<file path="config.mk">
export PLATFORM = sky130hd
export DESIGN_NAME = ecc_err_regs
export DESIGN_NICKNAME = d
export VERILOG_FILES = /design/src/rtl/ecc_err_pkg.sv /design/src/rtl/ecc_cfg_reg.sv /design/src/rtl/ecc_err_log.sv /design/src/rtl/ecc_irq_ctl.sv /design/src/rtl/ecc_err_regs.sv
export SDC_FILE = /design/constraint.sdc
export NUM_CORES = 1
export LEC_CHECK = 0
export BUFFER_PORTS_ARGS = -buffer_cell sky130_fd_sc_hd__clkbuf_2
export CAP_MARGIN = 20
export CORE_MARGIN = 2
export CORE_UTILIZATION = 48
export CTS_CLUSTER_DIAMETER = 120
export CTS_CLUSTER_SIZE = 20
export DETAILED_ROUTE_END_ITERATION = 8
export GPL_TIMING_DRIVEN = 0
export HOLD_SLACK_MARGIN = 0.15
export PLACE_DENSITY = 0.84
export RECOVER_POWER = 25
export SETUP_SLACK_MARGIN = 0.5
export SYNTH_ARGS = -nofsm -noshare
export SYNTH_HDL_FRONTEND = slang
export SYNTH_SLANG_ARGS = --single-unit
</file>
<file path="constraint.sdc">
create_clock -name clk -period 2.38 [get_ports clk]
set_input_delay 0.357 -clock clk [delete_from_list [all_inputs] [get_ports clk]]
set_output_delay 0.357 -clock clk [all_outputs]
set_load 0.01 [all_outputs]
</file>
<file path="src/rtl/ecc_err_pkg.sv">
package ecc_err_pkg;

    localparam int unsigned REG_AW = 8;

    // register offsets
    localparam logic [REG_AW-1:0] OFS_CFG   = 8'h00;
    localparam logic [REG_AW-1:0] OFS_IFW   = 8'h30;
    localparam logic [REG_AW-1:0] OFS_STAT  = 8'h38;
    localparam logic [REG_AW-1:0] OFS_INTR  = 8'h3C;
    localparam logic [REG_AW-1:0] OFS_SCNT  = 8'h40;
    localparam logic [REG_AW-1:0] OFS_DCNT  = 8'h44;
    localparam logic [REG_AW-1:0] OFS_EADDR = 8'h48;

    // configuration bits
    localparam int CB_ECC  = 10;
    localparam int CB_CORR = 11;
    localparam int CB_INJ1 = 13;
    localparam int CB_INJ2 = 14;

    // status bits
    localparam int SB_SBE  = 2;
    localparam int SB_DBE  = 3;
    localparam int SB_DROP = 4;

    // interrupt control bits
    localparam int IB_EN    = 0;
    localparam int IB_MSBE  = 1;
    localparam int IB_MDBE  = 2;
    localparam int IB_MDROP = 3;
    localparam int IB_CLR   = 4;

    typedef struct packed {
        logic ecc_en;
        logic corr_en;
        logic inj_one;
        logic inj_two;
    } ecc_cfg_t;

    typedef struct packed {
        logic drop;
        logic dbe;
        logic sbe;
    } err_flags_t;

    typedef enum logic [1:0] {
        INJ_NONE = 2'd0,
        INJ_ONE  = 2'd1,
        INJ_TWO  = 2'd2
    } inj_kind_t;

    function automatic inj_kind_t pick_inj(input ecc_cfg_t c);
        if (c.inj_two)      return INJ_TWO;
        else if (c.inj_one) return INJ_ONE;
        else                return INJ_NONE;
    endfunction

endpackage

</file>
<file path="src/rtl/ecc_cfg_reg.sv">
module ecc_cfg_reg
    import ecc_err_pkg::*;
(
    input  logic        clk,
    input  logic        rst,
    input  logic        wr,
    input  logic [31:0] wdata,
    input  logic        data_wr_stb,
    output ecc_cfg_t    cfg
);

    always_ff @(posedge clk) begin
        if (rst) begin
            cfg <= '0;
        end else if (wr) begin
            cfg.ecc_en  <= wdata[CB_ECC];
            cfg.corr_en <= wdata[CB_CORR];
            cfg.inj_one <= wdata[CB_INJ1];
            cfg.inj_two <= wdata[CB_INJ2];
        end else if (data_wr_stb) begin
            // flags are consumed by the stored word
            cfg.inj_one <= 1'b0;
            cfg.inj_two <= 1'b0;
        end
    end

endmodule

</file>
<file path="src/rtl/ecc_err_log.sv">
module ecc_err_log
    import ecc_err_pkg::*;
#(
    parameter int unsigned ADDR_W = 32,
    parameter int unsigned CNT_W  = 4
) (
    input  logic                 clk,
    input  logic                 rst,
    input  logic                 clr,
    input  err_flags_t           ev,
    input  logic [ADDR_W-1:0]    sbe_addr,
    input  logic [ADDR_W-1:0]    dbe_addr,
    output err_flags_t           flags,
    output logic [2*CNT_W-1:0]   cnt_bus,
    output logic [ADDR_W-1:0]    cap_addr,
    output logic                 locked
);

    localparam logic [CNT_W-1:0] CNT_MAX = {CNT_W{1'b1}};

    // sticky flags; a clear restarts from the current events
    always_ff @(posedge clk) begin
        if (rst) flags <= '0;
        else     flags <= clr ? ev : (flags | ev);
    end

    // one saturating counter per error class: 0 = single, 1 = double
    for (genvar g = 0; g < 2; g++) begin : g_cnt
        logic [CNT_W-1:0] q;
        logic [CNT_W-1:0] base;
        logic             hit;

        assign hit  = (g == 0) ? ev.sbe : ev.dbe;
        assign base = clr ? '0 : q;

        always_ff @(posedge clk) begin
            if (rst)                       q <= '0;
            else if (hit && base != CNT_MAX) q <= base + 1'b1;
            else                           q <= base;
        end

        assign cnt_bus[g*CNT_W +: CNT_W] = q;
    end

    // first-event address capture, double-bit wins a tie
    logic lock_base;
    assign lock_base = clr ? 1'b0 : locked;

    always_ff @(posedge clk) begin
        if (rst) begin
            locked   <= 1'b0;
            cap_addr <= '0;
        end else if (!lock_base && (ev.sbe || ev.dbe)) begin
            locked   <= 1'b1;
            cap_addr <= ev.dbe ? dbe_addr : sbe_addr;
        end else begin
            locked   <= lock_base;
        end
    end

endmodule

</file>
<file path="src/rtl/ecc_irq_ctl.sv">
module ecc_irq_ctl
    import ecc_err_pkg::*;
(
    input  logic        clk,
    input  logic        rst,
    input  logic        wr,
    input  logic [31:0] wdata,
    input  err_flags_t  flags,
    output logic        en,
    output err_flags_t  mask,
    output logic        clr,
    output logic        irq
);

    assign clr = wr && wdata[IB_CLR];

    always_ff @(posedge clk) begin
        if (rst) begin
            en   <= 1'b0;
            mask <= '0;
        end else if (wr) begin
            en        <= wdata[IB_EN];
            mask.sbe  <= wdata[IB_MSBE];
            mask.dbe  <= wdata[IB_MDBE];
            mask.drop <= wdata[IB_MDROP];
        end
    end

    assign irq = en && |(flags & ~mask);

endmodule

</file>
<file path="src/rtl/ecc_err_regs.sv">
module ecc_err_regs
    import ecc_err_pkg::*;
#(
    parameter int unsigned DATA_W = 32,
    parameter int unsigned ADDR_W = 32,
    parameter int unsigned CNT_W  = 4
) (
    input  logic                 clk,
    input  logic                 rst,
    input  logic                 bus_wr,
    input  logic [REG_AW-1:0]    bus_addr,
    input  logic [31:0]          bus_wdata,
    output logic [31:0]          bus_rdata,
    input  logic                 ev_sbe,
    input  logic                 ev_dbe,
    input  logic                 ev_drop,
    input  logic [ADDR_W-1:0]    sbe_addr,
    input  logic [ADDR_W-1:0]    dbe_addr,
    input  logic                 data_wr_stb,
    output logic                 ecc_active,
    output logic                 inj_one_bit,
    output logic                 inj_two_bit,
    output logic                 irq
);

    localparam int unsigned  CHECK_W  = 8;
    localparam logic [31:0]  IFW_CODE = 32'(DATA_W + CHECK_W);

    ecc_cfg_t           cfg;
    err_flags_t         ev;
    err_flags_t         flag_q;
    err_flags_t         intr_mask;
    logic               intr_en;
    logic               clr_now;
    logic               addr_locked;
    logic [2*CNT_W-1:0] cnt_bus;
    logic [CNT_W-1:0]   sbe_cnt;
    logic [CNT_W-1:0]   dbe_cnt;
    logic [ADDR_W-1:0]  cap_addr;
    logic               cfg_wr;
    logic               intr_wr;
    inj_kind_t          inj_kind;

    assign cfg_wr  = bus_wr && (bus_addr == OFS_CFG);
    assign intr_wr = bus_wr && (bus_addr == OFS_INTR);

    assign ev.sbe  = ev_sbe;
    assign ev.dbe  = ev_dbe;
    assign ev.drop = ev_drop;

    ecc_cfg_reg u_cfg (
        .clk         (clk),
        .rst         (rst),
        .wr          (cfg_wr),
        .wdata       (bus_wdata),
        .data_wr_stb (data_wr_stb),
        .cfg         (cfg)
    );

    ecc_err_log #(.ADDR_W(ADDR_W), .CNT_W(CNT_W)) u_log (
        .clk      (clk),
        .rst      (rst),
        .clr      (clr_now),
        .ev       (ev),
        .sbe_addr (sbe_addr),
        .dbe_addr (dbe_addr),
        .flags    (flag_q),
        .cnt_bus  (cnt_bus),
        .cap_addr (cap_addr),
        .locked   (addr_locked)
    );

    ecc_irq_ctl u_irq (
        .clk   (clk),
        .rst   (rst),
        .wr    (intr_wr),
        .wdata (bus_wdata),
        .flags (flag_q),
        .en    (intr_en),
        .mask  (intr_mask),
        .clr   (clr_now),
        .irq   (irq)
    );

    assign sbe_cnt = cnt_bus[0 +: CNT_W];
    assign dbe_cnt = cnt_bus[CNT_W +: CNT_W];

    assign inj_kind    = pick_inj(cfg);
    assign inj_one_bit = (inj_kind == INJ_ONE);
    assign inj_two_bit = (inj_kind == INJ_TWO);
    assign ecc_active  = cfg.ecc_en && cfg.corr_en;

    always_comb begin
        bus_rdata = '0;
        case (bus_addr)
            OFS_CFG: begin
                bus_rdata[CB_ECC]  = cfg.ecc_en;
                bus_rdata[CB_CORR] = cfg.corr_en;
                bus_rdata[CB_INJ1] = cfg.inj_one;
                bus_rdata[CB_INJ2] = cfg.inj_two;
            end
            OFS_IFW:   bus_rdata = IFW_CODE;
            OFS_STAT: begin
                bus_rdata[SB_SBE]  = flag_q.sbe;
                bus_rdata[SB_DBE]  = flag_q.dbe;
                bus_rdata[SB_DROP] = flag_q.drop;
            end
            OFS_INTR: begin
                bus_rdata[IB_EN]    = intr_en;
                bus_rdata[IB_MSBE]  = intr_mask.sbe;
                bus_rdata[IB_MDBE]  = intr_mask.dbe;
                bus_rdata[IB_MDROP] = intr_mask.drop;
            end
            OFS_SCNT:  bus_rdata[CNT_W-1:0]  = sbe_cnt;
            OFS_DCNT:  bus_rdata[CNT_W-1:0]  = dbe_cnt;
            OFS_EADDR: bus_rdata[ADDR_W-1:0] = cap_addr;
            default:   bus_rdata = '0;
        endcase
    end

endmodule

</file>
==> metrics <==
Cell Area, Synth between 3000 and 4000 µm²; Clk network pwr share 31.3%; RSZ-0062 raised after global routing true; final setup margin 0.337 ns; first-pass GRT wire length approximately 16000 µm; count of cell types in the netlist a little over 50; worst hold path type in -> reg; grt ovf 0; H-Tree Depth 2; core area 6460 µm²; final worst path period share 85.9%; Worst R2R Path Depth 5; WL per Instance 15.7 µm; Final Hold Viols 0; clock-pin slew on the worst setup and hold paths 0.10 ns; First-pass DRT Iterations 5; # diodes 0; area of the multi-input gates about 2000 µm²; Crit path required time 2.56 ns; Root Buffer clkbuf_8; cell breakdown of the critical path clkbuf_1 -> and4bb_4 -> clkbuf_1 -> clkbuf_1 -> nand3_4 -> buf_6 -> and2_1 -> ha_2 -> nand3_2 -> nor2_1 -> o21ai_1 -> a21oi_1; DRC Markers 0; share of cells above drive strength 1 31.0%; vias 3752; Die Area between 7000 and 8000 µm²; Die Width 86.2 µm; CTS tree done; number of flops mapped to enable cells by yosys 0; Storage cell area 1040 µm²; initial antenna violation count 0; minimum clock period between 2 and 2.5 ns; FMAX 0.489 GHz; setup violators final 0; CP max FO 10; Pwr Total 2020 µW; #FFs+latches synth 52; Routed Antenna Nets 0; wirelength, routed roughly 10000 µm; DPL Wire Length between 7000 and 8000 µm; warnings from Yosys 0; CP endpoint kind flip-flop; max incr delay on CP 0.35 ns; sw power approximately 570 µW; CP dominant cell by count clkbuf_1; dominant register cell in the synthesized netlist dfxtp_1; most common cell after layout, fill and taps aside clkbuf_2; status completed; GP Congestion 0.860; # hold bufs at CTS 0; clock tree sinks 52; crit path kind in -> reg; relative slew slack approximately three fifths; Max Cap Violations 0; IO buf count 121; CP delay by family, top simple AND/OR/NAND/NOR gates; Worst Tran Pin Value 0.572 ns; Hold Path Depth 3; Synth Area per Inst about 7.4 µm²; layout overhead on the synthesized area 33.7%; crit path launch type input pin; fillers 546; num rows 29; I/O pin count 147; Num CTS Buffers 5; CTS max path bufs 2; GRT Overall Usage between 20% and 30%; Pwr per Cell Area 467 nW/µm²; final net count a little under 700; asr flop ratio synth 0%; Crit path depth 12; clk_skew 0.00805 ns; Sequential Power Share between 40% and 50%; maximum VDD drop a little over 300 µV; Power Internal roughly 1400 µW; Final Max Slew Viols 0; CP bufs+invs 4; Initial Utilization 50.2%; drt via density 5.68; syn_nets between 500 and 600; Iteration-0 DRC Markers 231; Die H 86.2 µm; worst slack, placed -0.0261 ns; most frequent cells in the layout 102 x clkbuf_2, 78 x nand2_1, 51 x dfxtp_1; Synth Instances roughly 440; Worst Path Arrival 2.23 ns; Sw Ratio 28.4%; vias in the first global route 3561; post-synthesis sequential area ratio 32.1%; Slowest-stage cell, CP and4bb_4; largest net degree at the start of global routing 17; worst skew pair latency between 0.3 and 0.4 ns; Comb pwr share 19.7%; Leakage 0.00207 µW
power by group through the flow:
stage / sequential [µW] / combinational [µW] / clock [µW]
floorplan: 990 / 227 / 0
global placement: 1000 / 350 / 0
detailed placement: 1010 / 365 / 0
CTS: 988 / 386 / 635
global route: 998 / 440 / 673
finish: 992 / 398 / 634
final cells by class:
type / count / area share, %
plain buffers: 37 / 5.80
clock buffers: 6 / 1.67
clock inverters: 2 / 0.894
inverters: 20 / 1.73
multi-input cells: 329 / 46.1
flip-flops and latches: 52 / 24.0
well taps: 77 / 2.22
repair buffers: 137 / 17.5
sequential cells by signal, summed over array words and instances, names as in the netlist:
register	flops
u_cfg.cfg	4
u_irq.en	1
u_irq.mask	3
u_log.cap_addr	32
u_log.flags	3
u_log.g_cnt.q	8
u_log.locked	1
cells by family (layout without fill, tap and decap cells):
family	Yosys count	in the layout	synth area share [%]
flops	52	52	32.1
compound gates	93	93	19.3
mux	3	3	0.926
fa+ha+maj	2	2	0.771
simple gates	231	231	37.7
buf+inv	57	202	9.26
Yosys cell counts (14+ instances only):
| cell type | number | area share [%] |
|---|---|---|
| nand3_1 | 14 | 2.2 |
| o21ai_0 | 34 | 5.2 |
| nor3b_1 | 22 | 5.1 |
| and3_1 | 22 | 4.2 |
| inv_1 | 20 | 2.3 |
| nor2_1 | 21 | 2.4 |
| nor2b_1 | 24 | 4.6 |
| a21oi_1 | 17 | 2.6 |
| nor3_1 | 26 | 4.0 |
| dfxtp_1 | 52 | 32 |
| nand2_1 | 78 | 9.0 |
| clkbuf_1 | 20 | 2.3 |
routing by layer:
metal | vias up | track usage, % | part of all wire, %
li1 | 1821 | - | -
met1 | 1722 | 36.2 | 41
met2 | 193 | 46.3 | 48
met4 | 0 | 8.66 | 1.9
met5 | - | 0 | 0
met3 | 16 | 4.19 | 9.1
worst register-to-register path: cells and delay by family, from the launching register on:
kind | cells | cell delay [ns]
compound gates | 1 | 0.07
fa+ha+maj | 1 | 0.21
flops | 1 | 0.43
simple gates | 3 | 0.49
stage by stage:
step / cells / area [µm²] / util, % / setup TNS [ns] / hold WS (ns)
after detailed placement: 637 / 3990 / 61.7 / -0.0863 / 0.450
after global placement: 636 / 3980 / 61.5 / -6.93 / 0.442
after global routing: 660 / 4340 / 67.1 / 0 / 0.273
after floorplan: 438 / 3270 / - / 0 / 0.434
final: 660 / 4340 / 67.1 / 0 / 0.268
after CTS: 655 / 4280 / 66.2 / 0 / 0.262
path summary, 6_finish.rpt:
| check | from | to | slack [ns] |
|---|---|---|---|
| worst max-delay path | bus_addr[7] | u_log.g_cnt[1].q[0]$_SDFF_PP0_ | 0.34 |
| worst max register to register | u_log.g_cnt[1].q[0]$_SDFF_PP0_ | u_log.g_cnt[1].q[2]$_SDFF_PP0_ | 1.05 |
| worst min register to register | u_log.cap_addr[31]$_SDFFE_PP0P_ | u_log.cap_addr[31]$_SDFFE_PP0P_ | 0.46 |
| worst min-delay path | bus_wdata[11] | u_cfg.cfg[2]$_SDFFE_PP0P_ | 0.27 |
timing repair:
item	4_1_cts	5_1_grt
setup endpoints to repair	32	37
setup buffers	10	5
endpoints found under the hold margin	0	0
resized for setup	27	35
pin swaps	14	17
(Power assumes the default switching activity.)
